--- config.mk ---
export PLATFORM = sky130hd
export DESIGN_NAME = serial_bank_loader
export DESIGN_NICKNAME = d
export VERILOG_FILES = /design/src/rtl/sbl_pkg.sv /design/src/rtl/sbl_write_filter.sv /design/src/rtl/sbl_shift_accum.sv /design/src/rtl/sbl_reg_bank.sv /design/src/rtl/serial_bank_loader.sv
export SDC_FILE = /design/constraint.sdc
export NUM_CORES = 1
export LEC_CHECK = 0
export BUFFER_PORTS_ARGS = -buffer_cell sky130_fd_sc_hd__buf_2
export CORE_MARGIN = 1.5
export CORE_UTILIZATION = 34
export DETAILED_ROUTE_END_ITERATION = 10
export HOLD_SLACK_MARGIN = 0.12
export SKIP_LAST_GASP = 1
export SYNTH_ARGS = -nofsm -noshare
export SYNTH_HDL_FRONTEND = slang
export SYNTH_SLANG_ARGS = --single-unit
--- constraint.sdc ---
create_clock -name clk -period 4.07 [get_ports clk]
set_input_delay 0.2035 -clock clk [delete_from_list [all_inputs] [get_ports clk]]
set_output_delay 0.2035 -clock clk [all_outputs]
set_load 0.05 [all_outputs]
--- src/rtl/sbl_pkg.sv ---
package sbl_pkg;
  // Lowest address bit of the destination-register select field.
  localparam int unsigned SEL_LSB = 13;
  // Data bit that turns a write into a loader reset.
  localparam int unsigned RESET_BIT = 7;

  typedef enum logic [1:0] {
    WR_NONE  = 2'd0,
    WR_RESET = 2'd1,
    WR_LOAD  = 2'd2,
    WR_DROP  = 2'd3
  } wr_kind_e;
endpackage

--- src/rtl/sbl_write_filter.sv ---
module sbl_write_filter #(
  parameter int unsigned FILTER_CYCLES = 2
) (
  input  logic clk,
  input  logic rst_n,
  input  logic hit_i,
  input  logic tick_i,
  output logic open_o
);
  localparam int unsigned FW = $clog2(FILTER_CYCLES + 1);

  logic [FW-1:0] filt_q, filt_d;
  logic          filt_en;

  always_comb begin
    filt_en = hit_i | (tick_i & (filt_q != '0));
    filt_d  = filt_q;
    if (hit_i)
      filt_d = FW'(FILTER_CYCLES);
    else if (tick_i && filt_q != '0)
      filt_d = filt_q - 1'b1;
  end

  always_ff @(posedge clk or negedge rst_n) begin
    if (!rst_n)
      filt_q <= '0;
    else if (filt_en)
      filt_q <= filt_d;
  end

  assign open_o = (filt_q == '0);

  assert_filter_load_R6: assert property (@(posedge clk) disable iff (!rst_n)
    hit_i |=> filt_q == FW'(FILTER_CYCLES));
  assert_filter_bound_R6: assert property (@(posedge clk) disable iff (!rst_n)
    filt_q <= FW'(FILTER_CYCLES));
  assert_filter_hold_R6: assert property (@(posedge clk) disable iff (!rst_n)
    (!hit_i && !tick_i) |=> $stable(filt_q));
endmodule

--- src/rtl/sbl_shift_accum.sv ---
module sbl_shift_accum #(
  parameter int unsigned REG_W = 5
) (
  input  logic             clk,
  input  logic             rst_n,
  input  logic             clear_i,
  input  logic             shift_i,
  input  logic             bit_i,
  output logic             done_o,
  output logic [REG_W-1:0] value_o
);
  localparam int unsigned CW = $clog2(REG_W);

  logic [REG_W-1:0] sh_q, sh_d;
  logic [CW-1:0]    cnt_q, cnt_d;
  logic             en;

  assign done_o  = shift_i && (cnt_q == CW'(REG_W - 1));
  assign value_o = {bit_i, sh_q[REG_W-1:1]};

  always_comb begin
    en    = clear_i | shift_i;
    sh_d  = sh_q;
    cnt_d = cnt_q;
    if (clear_i || done_o) begin
      sh_d  = '0;
      cnt_d = '0;
    end else if (shift_i) begin
      sh_d  = {bit_i, sh_q[REG_W-1:1]};
      cnt_d = cnt_q + 1'b1;
    end
  end

  always_ff @(posedge clk or negedge rst_n) begin
    if (!rst_n) begin
      sh_q  <= '0;
      cnt_q <= '0;
    end else if (en) begin
      sh_q  <= sh_d;
      cnt_q <= cnt_d;
    end
  end

  assert_count_bound_R2: assert property (@(posedge clk) disable iff (!rst_n)
    cnt_q < CW'(REG_W));
  assert_clear_R5: assert property (@(posedge clk) disable iff (!rst_n)
    clear_i |=> (cnt_q == '0 && sh_q == '0));
  assert_no_shift_R7: assert property (@(posedge clk) disable iff (!rst_n)
    (!clear_i && !shift_i) |=> ($stable(cnt_q) && $stable(sh_q)));
endmodule

--- src/rtl/sbl_reg_bank.sv ---
module sbl_reg_bank #(
  parameter int unsigned NUM_REGS   = 4,
  parameter int unsigned REG_W      = 5,
  parameter int unsigned CTRL_INIT  = 12,
  parameter int unsigned CTRL_FORCE = 12
) (
  input  logic                      clk,
  input  logic                      rst_n,
  input  logic                      commit_i,
  input  logic [$clog2(NUM_REGS)-1:0] sel_i,
  input  logic [REG_W-1:0]          value_i,
  input  logic                      force_i,
  output logic [NUM_REGS*REG_W-1:0] regs_o
);
  localparam int unsigned SEL_W = $clog2(NUM_REGS);
  localparam logic [REG_W-1:0] FORCE_MASK = REG_W'(CTRL_FORCE);

  for (genvar g = 0; g < NUM_REGS; g++) begin : g_reg
    localparam logic [REG_W-1:0] INIT = (g == 0) ? REG_W'(CTRL_INIT) : '0;
    localparam bit IS_CTRL = (g == 0);
    logic [REG_W-1:0] q, d;
    logic             wr, en;

    always_comb begin
      wr = commit_i && (sel_i == SEL_W'(g));
      en = wr || (force_i && IS_CTRL);
      d  = q;
      if (wr)
        d = value_i;
      else if (force_i && IS_CTRL)
        d = q | FORCE_MASK;
    end

    always_ff @(posedge clk or negedge rst_n) begin
      if (!rst_n)
        q <= INIT;
      else if (en)
        q <= d;
    end

    assign regs_o[g*REG_W +: REG_W] = q;
  end

  assert_hold_R10: assert property (@(posedge clk) disable iff (!rst_n)
    (!commit_i && !force_i) |=> $stable(regs_o));
endmodule

--- src/rtl/serial_bank_loader.sv ---
module serial_bank_loader #(
  parameter int unsigned ADDR_W        = 16,
  parameter int unsigned NUM_REGS      = 4,
  parameter int unsigned REG_W         = 5,
  parameter int unsigned FILTER_CYCLES = 2,
  parameter int unsigned CTRL_INIT     = 12,
  parameter int unsigned CTRL_FORCE    = 12
) (
  input  logic                      clk,
  input  logic                      rst_n,
  input  logic                      cpu_tick_i,
  input  logic                      wr_en_i,
  input  logic [ADDR_W-1:0]         wr_addr_i,
  input  logic [7:0]                wr_data_i,
  output logic [NUM_REGS*REG_W-1:0] bank_regs_o
);
  import sbl_pkg::*;

  localparam int unsigned SEL_W = $clog2(NUM_REGS);
  localparam logic [REG_W-1:0] FORCE_MASK = REG_W'(CTRL_FORCE);

  logic             hit, open, done;
  logic [SEL_W-1:0] sel;
  logic [REG_W-1:0] value;
  wr_kind_e         kind;
  logic             unused_bits;

  assign hit = wr_en_i & wr_addr_i[ADDR_W-1];
  assign sel = wr_addr_i[SEL_LSB +: SEL_W];
  assign unused_bits = ^{wr_addr_i, wr_data_i};

  always_comb begin
    kind = WR_NONE;
    if (hit) begin
      if (wr_data_i[RESET_BIT])
        kind = WR_RESET;
      else if (open)
        kind = WR_LOAD;
      else
        kind = WR_DROP;
    end
  end

  sbl_write_filter #(.FILTER_CYCLES(FILTER_CYCLES)) filt_i (
    .clk    (clk),
    .rst_n  (rst_n),
    .hit_i  (hit),
    .tick_i (cpu_tick_i),
    .open_o (open)
  );

  sbl_shift_accum #(.REG_W(REG_W)) acc_i (
    .clk     (clk),
    .rst_n   (rst_n),
    .clear_i (kind == WR_RESET),
    .shift_i (kind == WR_LOAD),
    .bit_i   (wr_data_i[0]),
    .done_o  (done),
    .value_o (value)
  );

  sbl_reg_bank #(
    .NUM_REGS  (NUM_REGS),
    .REG_W     (REG_W),
    .CTRL_INIT (CTRL_INIT),
    .CTRL_FORCE(CTRL_FORCE)
  ) bank_i (
    .clk      (clk),
    .rst_n    (rst_n),
    .commit_i (done),
    .sel_i    (sel),
    .value_i  (value),
    .force_i  (kind == WR_RESET),
    .regs_o   (bank_regs_o)
  );

  assert_force_R5: assert property (@(posedge clk) disable iff (!rst_n)
    (kind == WR_RESET) |=> ((bank_regs_o[REG_W-1:0] & FORCE_MASK) == FORCE_MASK));
  assert_force_keeps_banks_R5: assert property (@(posedge clk) disable iff (!rst_n)
    (kind == WR_RESET) |=> $stable(bank_regs_o[NUM_REGS*REG_W-1:REG_W]));
  assert_reject_R7: assert property (@(posedge clk) disable iff (!rst_n)
    (hit && !wr_data_i[RESET_BIT] && !open) |=> $stable(bank_regs_o));
  assert_low_half_R4: assert property (@(posedge clk) disable iff (!rst_n)
    (wr_en_i && !wr_addr_i[ADDR_W-1]) |=> $stable(bank_regs_o));
  assert_reset_wins_R8: assert property (@(posedge clk) disable iff (!rst_n)
    (hit && wr_data_i[RESET_BIT]) |-> kind == WR_RESET);
endmodule

# [Yosys cells after proc, flatten, opt, wreduce, memory -nomap -nowiden]
# Cells that the tools add are included.
[totals] inputBits=28 out_inout_bits=20 elab_cells=49 reg_bits=30
[op_classes] bitwise_logic=4 n_mux=11 n_eq_ne=6 addsub=2 n_reduce_logical=18
[op_table] operator="$mux 5" count=3
[op_table] operator="$mux 2" count=4
[op_table] operator="$reduce_and 2->1" count=4
[op_table] operator="$reduce_bool 2->1" count=4
[op_table] operator="$eq 2x2->1 const B" count=3
[op_table] operator="$logic_and 1x1->1" count=6
[op_table] operator="$mux 3" count=2
[op_table] operator="$eq 2x1->1 const B" count=2
[op_table] operator="$logic_not 2->1" count=2
[op_table] operator="$mux 4" count=1
[op_table] operator="$add 3x1->3 const B" count=1
[op_table] operator="$eq 3x3->1 const B" count=1
[op_table] operator="$and 1x1->1" count=2
[op_table] operator="$logic_or 1x1->1" count=2
[op_table] operator="$or 1x1->1" count=2
[op_table] operator="$sub 2x1->2 const B" count=1
[op_table] operator="$mux 1" count=1

# [Longest topological paths before layout]
# Gate-level depths: netlist of run 1.
[depth] ltp_word=9 ltp_mapped=8 ltp_nobuf=8

# [Modules after synthesis]
# From an unflattened synthesis of run 1, not the netlist that was laid out.
[hier_totals] hier_cells=99 hier_area_um2=1295.0
[by_module_without_submodules] mod="sbl_reg_bank" cells_each=48 instances=1 area_each_um2=779.5
[by_module_without_submodules] mod="sbl_shift_accum" cells_each=36 instances=1 area_each_um2=362.8
[by_module_without_submodules] mod="sbl_write_filter" cells_each=12 instances=1 area_each_um2=128.9
[by_module_without_submodules] mod="serial_bank_loader" cells_each=3 instances=1 area_each_um2=23.8

# [Worst setup path after synthesis of run 1]
# Ideal clock, no wire load.
[synth_path] path_kind="flip-flop to flip-flop" start="register filt_i.filt_q[0]" end="register bank_i.g_reg[1].q[0]" arrival_ps=1656 slack_ps=2289 synth_period_minus_slack_ps=1781 required_ps=3945 setup_ps=125 path_stages_with_launch=8 cell_sequence="dfrtp_1 -> inv_1 -> ha_1 -> a21o_1 -> ha_1 -> and3_2 -> nand3b_2 -> mux2_2"
[synth_via] elab_chain_len=7
[synth_rtl] item="start: declaration" line_no="sbl_write_filter.sv:12" text="logic [FW-1:0] filt_q, filt_d;"
[synth_rtl] item="start signal: assignment" line_no="sbl_write_filter.sv:28" text="filt_q <= filt_d;"
[synth_rtl] item="$logic_not 2->1" line_no="sbl_write_filter.sv:31" text="assign open_o = (filt_q == '0);"
[synth_rtl] item="$mux 1" line_no="serial_bank_loader.sv:37" text="else if (open)"
[synth_rtl] item="$mux 2" line_no="serial_bank_loader.sv:35" text="if (wr_data_i[RESET_BIT])"
[synth_rtl] item="$mux 2" line_no="serial_bank_loader.sv:34" text="if (hit) begin"
[synth_rtl] item="$eq 2x2->1" line_no="serial_bank_loader.sv:56" text=".shift_i (kind == WR_LOAD),"
[synth_rtl] item="$logic_and 1x1->1" line_no="sbl_shift_accum.sv:18" text="assign done_o = shift_i && (cnt_q == CW'(REG_W - 1));"
[synth_rtl] item="$logic_and 1x1->1" line_no="sbl_reg_bank.sv:25" text="wr = commit_i && (sel_i == SEL_W'(g));"
[synth_rtl] item="end signal: assignment" line_no="sbl_reg_bank.sv:36" text="q <= INIT;"
[synth_rtl] item="end signal: assignment" line_no="sbl_reg_bank.sv:38" text="q <= d;"
[synth_rtl] item="end: declaration" line_no="sbl_reg_bank.sv:21" text="logic [REG_W-1:0] q, d;"
# No other way between the ends.
# A chain may end at the register's enable or synchronous reset.

# [Final worst setup path of run 1]
[layout_path] start="input port wr_addr_i[15]" end="register bank_i.g_reg[1].q[3]"
[layout_via] elab_chain_len=5
[layout_rtl] item="start: declaration" line_no="serial_bank_loader.sv:13" text="input logic [ADDR_W-1:0] wr_addr_i,"
[layout_rtl] item="$and 1x1->1" line_no="serial_bank_loader.sv:28" text="assign hit = wr_en_i & wr_addr_i[ADDR_W-1];"
[layout_rtl] item="$mux 2" line_no="serial_bank_loader.sv:34"
[layout_rtl] item="$eq 2x2->1" line_no="serial_bank_loader.sv:56"
[layout_rtl] item="$logic_and 1x1->1" line_no="sbl_shift_accum.sv:18"
[layout_rtl] item="$logic_and 1x1->1" line_no="sbl_reg_bank.sv:25"
# No other way between the ends.

==> results of run 1 <==
state kept, by name, summed over array words and instances (netlist names):
register	cells
acc_i.cnt_q	3
acc_i.sh_q	4
bank_i.g.q	20
filt_i.filt_q	2
what timing repair did:
| action | CTS | global route |
|---|---|---|
| setup endpoints to repair | 0 | 0 |
| hold buffers | 2 | 0 |
| endpoints found under the hold margin | 28 | 0 |
through the flow:
step | util [%] | power, W | setup slack (ns)
6_report | 43.3 | 0.000845 | 2.10
5_1_grt | 43.3 | 0.000895 | 2.01
4_1_cts | 43.3 | 0.000857 | 2.10
3_5_place_dp | 40.4 | 0.000622 | 2.13
3_3_place_gp | 40.4 | 0.000608 | 2.18
2_1_floorplan | - | 0.000552 | 2.29
worst max-delay path, delay by kind of cell:
| kind | cells | cell delay, ns |
|---|---|---|
| adders and majority gates | 1 | 0.24 |
| buffers and inverters | 2 | 0.64 |
| AOI/OAI and AO/OA | 1 | 0.17 |
| muxes | 1 | 0.36 |
| and+or+nand+nor | 3 | 0.52 |
Yosys cell counts:
master / count / area share (%)
a22o_1: 5 / 3.4
clkbuf_1: 1 / 0.30
nor3b_4: 1 / 1.5
dfstp_2: 2 / 4.1
mux2_2: 19 / 17
a211oi_1: 1 / 0.59
inv_1: 9 / 2.7
nor3_4: 1 / 1.3
nand2b_1: 1 / 0.49
nand3_1: 1 / 0.39
dfrtp_1: 27 / 53
o21ai_0: 2 / 0.79
nor3_2: 1 / 0.79
nand3b_2: 1 / 0.89
nand2_1: 3 / 0.89
nand3_2: 2 / 1.6
a21oi_1: 1 / 0.39
and3_2: 1 / 0.59
o211ai_1: 1 / 0.59
xnor2_1: 1 / 0.69
ha_1: 5 / 4.9
nor2_1: 3 / 0.89
a21o_1: 1 / 0.59
mux2i_1: 2 / 1.6
final cells by class:
type / count / area [um^2]
Inverter: 9 / 33.8
Tap cell: 48 / 60.1
Clock buffer: 7 / 86.3
Fill cell: 345 / 2060
Multi-Input combinational cell: 53 / 504
Timing Repair Buffer: 30 / 160
Sequential cell: 29 / 728
worst max-delay path by stage:
stage                                      start                               end  slack [ns]  cells past startpoint
finish                             wr_addr_i[15]  bank_i.g_reg[1].q[3]$_DFFE_PN0P_        2.10                      8
global route        filt_i.filt_q[0]$_DFFE_PN0P_  bank_i.g_reg[2].q[3]$_DFFE_PN0P_        2.01                      7
CTS                                wr_addr_i[15]  bank_i.g_reg[1].q[3]$_DFFE_PN0P_        2.10                      8
detailed placement  filt_i.filt_q[0]$_DFFE_PN0P_  bank_i.g_reg[1].q[3]$_DFFE_PN0P_        2.13                      7
global placement    filt_i.filt_q[0]$_DFFE_PN0P_  bank_i.g_reg[1].q[2]$_DFFE_PN0P_        2.18                      7
floorplan           filt_i.filt_q[0]$_DFFE_PN0P_  bank_i.g_reg[1].q[0]$_DFFE_PN0P_        2.29                      7
cell families (layout without fill, tap and decap cells):
| kind of cell | after synthesis | count (layout) | synth area share [%] |
|---|---|---|---|
| adder cells (fa/ha/maj) | 5 | 5 | 4.93 |
| AO/OA/AOI/OAI | 11 | 11 | 6.40 |
| XOR/XNOR | 1 | 1 | 0.690 |
| buffers and inverters | 10 | 46 | 2.96 |
| multiplexers | 21 | 21 | 18.4 |
| AND/OR/NAND/NOR | 15 | 15 | 9.26 |
| flip-flops | 29 | 29 | 57.3 |
power groups by stage:
stage                     logic, W  registers [W]  clock network (W)
after floorplan           0.000105       0.000447                  0
after global placement    0.000215       0.000393                  0
after detailed placement  0.000225       0.000396                  0
after CTS                 0.000228       0.000392           0.000238
after global routing      0.000246       0.000398           0.000251
final                     0.000225       0.000391           0.000229
routing by layer:
metal / track usage (%) / vias up / share of wire, %
met2: 22.8 / 17 / 54
li1: - / 392 / -
met1: 13.1 / 413 / 40
met5: 0 / - / 0
met3: 4.05 / 4 / 4.3
met4: 6.38 / 0 / 1.8
==> run metrics, run 1 <==
status=completed; clk_skew=0.00294 ns; first-pass GRT wire length=3900 um; Slew headroom=59.1%; most common cell after layout, fill and taps aside=buf_2; Synthesis Warnings=0; CTS Buffer Depth=2; crit path kind=input pin to register; post-cts sizing count=0; Yosys cell types=24; FP Rows=22; Reg-to-Reg Start=filt_i.filt_q[0]$_DFFE_PN0P_; Total Nets Final=161; dpl hpwl=1710 um; Total GRT Usage=12.7%; Final Hold Vio Count=0; Synth Register Bits=29; dpl cells=167; initial antenna violation count=0; final RePlAce weighted congestion=0.658; Critical Path Max Stage Delay=0.52 ns; WHS Endpoint=filt_i.filt_q[0]$_DFFE_PN0P_; Post-CTS Setup Inserts=0; CP endpoint kind=register; vias in the first global route=918; switching power=0.000285 W; final instance area=0.00157 mm^2; CP startpoint kind=input pin; clock root buffer=clkbuf_8; Period Utilization, post-route=48.4%; cell area after placement=0.00147 mm^2; number of I/O port buffers=28; r2r endpoint=bank_i.g_reg[1].q[3]$_DFFE_PN0P_; Vias=826; clk_lat worst skew=0.28 ns; pin count of the biggest net entering global routing=30; CP max stage cell=dlygate4sd3_1; Syn Nets=125; Post-Layout Cell Count=176; Switching Fraction=33.7%; CTS clk-pin slew, worst paths=0.05 ns; Worst Min Path Start=wr_en_i; setup_tns=0 ns; final wirelength=2370 um; GRT overflow=0; fmax=507 MHz; DRT iter0 DRCs=13; RSZ-0062 raised after global routing=false; Ant. Diodes=0; hold path depth=2; final hold slack=0.128 ns; combinational share of power=26.6%; Core Region=0.00363 mm^2; Worst VDD drop=232 uV; CTS tree=built; Worst Path Required=4.23 ns; Die Y=64.1 um; Layout area overhead=23.8%; H-tree levels=2; crit path DAT=2.13 ns; Pre-Repair DR Iteration Count=3; r2r setup slk=2.13 ns; die width=64.1 um; share of cells above drive strength 1=48.4%; Starting Density=35.0%; post-route minimum period=1.97 ns; pwr/cell area=538 mW/mm^2; Leak Pwr=0.840 nW; Pint=0.000561 W; R2R cell count=7; # setup viols final=0; Top Ports=48; clock sink total=29; Final Max Tran Viols=0; Vias/cell=4.69; post-route DRC violation count=0; Clk pwr share=27.1%; Routed wire per std cell=13.5 um; CP cell instances=dlygate4sd3_1, buf_2, nand2_1, a21o_1, ha_1, and3_2, nand3b_2, mux2_2; Hold Crit Class=input pin to register; synthesized area=0.00127 mm^2; share of the yosys chip area belonging to registers=57.3%; worst-path fanout max=5; max_cap viols=0; Avg Cell Area, Syn=13.8 um^2; CTS buffer count=5; area of the die=0.00411 mm^2; most frequent cells in the layout=buf_2, dfrtp_1, mux2_2; Routed Antenna Nets=0; Worst Tran Pin Value=0.614 ns; sequential cell fraction of total power=46.2%; cells after synthesis=92
Power figures use the tool's default switching activity.
==> run 2, diff against run 1 <==
==> constraint.sdc (replaced) <==
create_clock -name clk -period 1.6 [get_ports clk]
set_input_delay 0.08 -clock clk [delete_from_list [all_inputs] [get_ports clk]]
set_output_delay 0.08 -clock clk [all_outputs]
set_load 0.05 [all_outputs]
==> run 2 against run 1 <==
Against the previous run: the run now ends with setup timing left; first-iteration DRC count increased by 120%; flip-flop and latch count unchanged; count of clock-buffer cells in the layout unchanged; cell area increased by 16%; highest routed layer unchanged; clock power increased to 3.4 times the previous value; core utilization increased by 7.0 points.
==> run metrics, run 2 (synthesis results as in run 1) <==
Starting Density=35.0%; share of cells above drive strength 1=55.0%; Total GRT Usage=15.1%; Post-Layout Cell Count=188; CTS Buffer Depth=2; Slew headroom=55.2%; clock root buffer=clkbuf_8; crit-path leading delay family=flip-flops; Core Region=0.00363 mm^2; Critical Path Max Stage Delay=0.39 ns; largest registers=bank_i.g.q x20, acc_i.sh_q x4, acc_i.cnt_q x3; Hold Crit Class=input pin to register; Worst Path Required=1.76 ns; area of the die=0.00411 mm^2; dpl hpwl=1720 um; Leak Pwr=0.969 nW; clk_skew=0.00535 ns; area occupied by multi-input gates=629 um^2; Worst VDD drop=494 uV; crit path kind=register to register; post-route DRC violation count=0; Vias=896; CP bufs+invs=2; worst-path fanout max=3; initial antenna violation count=0; fmax=549 MHz; Final Max Tran Viols=0; final wirelength=2650 um; clock sink total=29; post-route minimum period=1.82 ns; Final Hold Vio Count=0; dpl cells=170; most common cell after layout, fill and taps aside=buf_2; Worst Tran Pin Value=0.672 ns; DRT iter0 DRCs=29; Total Nets Final=172; Period Utilization, post-route=114%; CP startpoint kind=register; final RePlAce weighted congestion=0.772; hold path depth=3; CP endpoint kind=register; pin count of the biggest net entering global routing=30; Vias/cell=4.77; fin worst setup slack=-0.223 ns; max reg flops=20; Routed wire per std cell=14.1 um; most flop-heavy register=bank_i.g.q; GRT overflow=0; FILL cells=329; Routed Antenna Nets=0; final instance area=0.00183 mm^2; clk_lat worst skew=0.28 ns; FP Rows=22; failing checks=setup timing; Die Y=64.1 um; number of I/O port buffers=28; R2R cell count=8; pwr/cell area=1360 mW/mm^2; cell area after placement=0.00154 mm^2; Top Ports=48; crit path DAT=1.98 ns; H-tree levels=2; CTS clk-pin slew, worst paths=0.06 ns; CP cell instances=inv_2, ha_4, a21o_1, ha_4, nand3_4, nor3b_4, buf_4, mux2_4; first-pass GRT wire length=4540 um; most frequent cells in the layout=buf_2, dfrtp_1, mux2_4; RSZ-0062 raised after global routing=true; CTS buffer count=5; crit-path most repeated cell=ha_4; Layout area overhead=43.8%; FF+latch area=728 um^2; Pre-Repair DR Iteration Count=4; die width=64.1 um; status=finished, violations left; CP max stage cell=dfrtp_1; Levels on crit path=8; max_cap viols=0; CTS tree=built; vias in the first global route=955; # setup viols final=24; Ant. Diodes=0
==> run 2: cell types whose count changed in the layout (fill, tap and decap cells not counted), sizes merged <==
| cell | change |
|---|---|
| dlygate4sd3 | +2 |
| bufinv | +1 |
| buf | +9 |
==> run 2: per-layer routing <==
| layer | vias up | share of wire (%) | track usage (%) |
|---|---|---|---|
| li1 | 417 | - | - |
| met1 | 460 | 43 | 18.0 |
| met2 | 17 | 53 | 24.5 |
| met3 | 2 | 3.5 | 5.99 |
| met4 | 0 | 0.42 | 5.59 |
| met5 | - | 0 | 0 |
==> run 2: area by class of cell <==
cell class,count,area share (%)
clock buffer,7,4.73
sequential,29,39.9
multi-input combinational,53,34.5
timing repair buffer,41,14.2
inverter,9,1.85
tap,48,3.29
clock inverter,1,1.64
==> run 2: worst paths after layout <==
check / slack (ns) / to / startpoint
min in group asynchronous: 0.37 / bank_i.g_reg[0].q[1]$_DFFE_PN0P_ / rst_n
worst min register to register: 0.50 / bank_i.g_reg[1].q[4]$_DFFE_PN0P_ / bank_i.g_reg[1].q[4]$_DFFE_PN0P_
worst max register to register: -0.22 / bank_i.g_reg[2].q[4]$_DFFE_PN0P_ / filt_i.filt_q[1]$_DFFE_PN0P_
worst min-delay path: 0.18 / filt_i.filt_q[1]$_DFFE_PN0P_ / cpu_tick_i
worst max-delay path: -0.22 / bank_i.g_reg[2].q[4]$_DFFE_PN0P_ / filt_i.filt_q[1]$_DFFE_PN0P_
max in group asynchronous: 0.78 / bank_i.g_reg[3].q[3]$_DFFE_PN0P_ / rst_n
==> run 2: worst min-delay path, delay by kind of cell <==
family | cells | cell delay [ns]
buffers and inverters | 1 | 0.10
and+or+nand+nor | 1 | 0.12
AOI/OAI and AO/OA | 1 | 0.10
==> run 2: where the power goes <==
part	internal [W]	switching [W]
Combinational	0.000301	0.000396
Clock	0.000507	0.000270
Sequential	0.000873	0.000129
Total	0.00168	0.000795
==> run 2: stage by stage <==
| step | worst slack, ns | hold slack [ns] | setup TNS, ns | utilization (%) | power (W) |
|---|---|---|---|---|---|
| after floorplan | -0.112 | -0.216 | -1.14 | - | 0.00144 |
| after global placement | -0.176 | 0.137 | -2.32 | 42.5 | 0.00160 |
| after detailed placement | -0.227 | 0.153 | -3.02 | 42.5 | 0.00163 |
| after CTS | -0.206 | 0.169 | -3.23 | 49.3 | 0.00246 |
| after global routing | -0.308 | 0.228 | -5.06 | 50.3 | 0.00262 |
| final | -0.223 | 0.177 | -3.07 | 50.3 | 0.00248 |
==> run 2: repair_timing <==
action                     CTS  global route
hold buffers                 4             0
setup endpoints to repair   27            27
buffers inserted             5             1
pin swaps                    6             6
hold endpoints to repair    34             0
gates resized for setup     15             8
==> run 3, diff against run 2 <==
--- a/config.mk
+++ b/config.mk
@@ -10,6 +10,7 @@
 export CORE_UTILIZATION = 34
 export DETAILED_ROUTE_END_ITERATION = 10
 export HOLD_SLACK_MARGIN = 0.12
+export RECOVER_POWER = 25
 export SKIP_LAST_GASP = 1
 export SYNTH_ARGS = -nofsm -noshare
 export SYNTH_HDL_FRONTEND = slang
==> constraint.sdc (replaced) <==
create_clock -name clk -period 2.04 [get_ports clk]
set_input_delay 0.102 -clock clk [delete_from_list [all_inputs] [get_ports clk]]
set_output_delay 0.102 -clock clk [all_outputs]
set_load 0.05 [all_outputs]
==> run 3 against run 2 <==
Against the previous run: the flow now finishes without violations; largest cell class unchanged; count of clock-buffer cells in the layout grew 1; sequential share of layout area grew 5.5 points; die area is the same; worst hold slack lost 0.040 ns; critical path depth shrank 1; global-route usage shrank 1.6 points; critical path type unchanged.
==> run metrics, run 3 (synthesis results as in run 1) <==
CP cell instances=inv_1, ha_1, a21o_1, ha_4, nand3_2, nor3b_4, mux2_2; Die Y=64.1 um; FP Rows=22; fin worst setup slack=0.127 ns; H-tree levels=2; Pre-Repair DR Iteration Count=4; Routed Antenna Nets=0; pin count of the biggest net entering global routing=30; CP max stage cell=mux2_2; CP Launch Point=filt_i.filt_q[0]$_DFFE_PN0P_; Total GRT Usage=13.5%; Layout area overhead=26.4%; max_cap viols=0; # setup viols final=0; CTS clk-pin slew, worst paths=0.06 ns; final wirelength=2430 um; Vias/cell=4.70; Routed wire per std cell=13.5 um; Core Region=0.00363 mm^2; Worst VDD drop=537 uV; CP endpoint kind=register; share of cells above drive strength 1=47.0%; CP startpoint kind=register; pwr/cell area=1060 mW/mm^2; Starting Density=35.0%; initial antenna violation count=0; CTS buffer count=5; Reg-to-Reg Start=filt_i.filt_q[0]$_DFFE_PN0P_; Slew headroom=1.75%; Top Ports=48; most frequent cells in the layout=dfrtp_1, buf_2, mux2_2; CTS Buffer Depth=2; worst-path fanout max=5; Hold Crit Class=input pin to register; first-pass GRT wire length=4090 um; dpl cells=168; RSZ-0062 raised after global routing=false; Vias=846; Worst Tran Pin Value=1.47 ns; Final Hold Vio Count=0; Ant. Diodes=0; post-route DRC violation count=0; final instance area=0.00161 mm^2; max reg flops=20; setup_tns=0 ns; CTS tree=built; Worst Min Path Start=wr_en_i; status=completed; Post-Layout Cell Count=180; Critical Path Max Stage Delay=0.37 ns; GRT overflow=0; clock root buffer=clkbuf_8; clk_lat worst skew=0.28 ns; crit path kind=register to register; die width=64.1 um; largest registers=bank_i.g.q x20, acc_i.sh_q x4, acc_i.cnt_q x3; final RePlAce weighted congestion=0.676; Final Max Tran Viols=0; CP bufs+invs=1; crit-path leading delay family=simple AND/OR/NAND/NOR gates; post-route minimum period=1.91 ns; Placement Setup Slack=0.0968 ns; Total Nets Final=164; dpl hpwl=1780 um; Leak Pwr=0.847 nW; Worst Path Required=2.20 ns; Period Utilization, post-route=93.8%; clock sink total=29; DRT iter0 DRCs=14; cell area after placement=0.00147 mm^2; hold path depth=3; clk_skew=0.00489 ns; fmax=523 MHz; Final Util=44.2%; number of I/O port buffers=28; crit path DAT=2.07 ns; R2R cell count=7; area of the die=0.00411 mm^2; most flop-heavy register=bank_i.g.q; Levels on crit path=7; vias in the first global route=903
==> run 3: worst paths after layout <==
| check | slack (ns) | end |
|---|---|---|
| worst max register to register | 0.13 | bank_i.g_reg[2].q[4]$_DFFE_PN0P_ |
| worst max-delay path | 0.13 | bank_i.g_reg[2].q[4]$_DFFE_PN0P_ |
| worst min-delay path | 0.14 | filt_i.filt_q[1]$_DFFE_PN0P_ |
| max in group asynchronous | 0.47 | bank_i.g_reg[3].q[3]$_DFFE_PN0P_ |
| worst min register to register | 0.50 | bank_i.g_reg[2].q[2]$_DFFE_PN0P_ |
| min in group asynchronous | 0.71 | bank_i.g_reg[0].q[1]$_DFFE_PN0P_ |
==> run 3: where the power goes <==
group	internal, W	total [W]	switching [W]	leakage (nW)
sequential	0.000685	0.000780	0.0000953	0.385
clock	0.000241	0.000439	0.000197	0.0395
combinational	0.000190	0.000479	0.000289	0.422
total	0.00112	0.00170	0.000582	0.847
==> run 3: what timing repair did <==
| action | in CTS | in global routing |
|---|---|---|
| endpoints found under the hold margin | 29 | 0 |
| hold buffers | 4 | 0 |
| gates resized for setup | 0 | 2 |
| endpoints found under the setup margin | 0 | 5 |
| setup buffers | 0 | 0 |
==> run 3: stage by stage <==
| step | power (W) | hold slack [ns] |
|---|---|---|
| 3_5_place_dp | 0.00125 | 0.156 |
| 5_1_grt | 0.00180 | 0.171 |
| 6_report | 0.00170 | 0.138 |
| 4_1_cts | 0.00172 | 0.130 |
| 3_3_place_gp | 0.00122 | 0.146 |
| 2_1_floorplan | 0.00110 | -0.194 |
==> run 3: per-layer routing <==
| metal | global-route usage, % | share of wire (%) |
|---|---|---|
| met1 | 15.1 | 43 |
| met2 | 22.8 | 51 |
| met3 | 4.40 | 3.6 |
| met4 | 7.18 | 2.4 |
| met5 | 0 | 0 |
==> run 3: final cells by class <==
class                   count  area (um^2)
fillers                   357         2030
flip-flops and latches     29          728
multi-input cells          53          517
repair buffers             33          186
clock buffers               8         80.1
well taps                  48         60.1
inverters                   9         33.8
==> run 3: tightest hold or removal path, cell delays in order <==
cell	delay (ns)
buf_2	0.10
nand2_1	0.08
o211ai_1	0.09
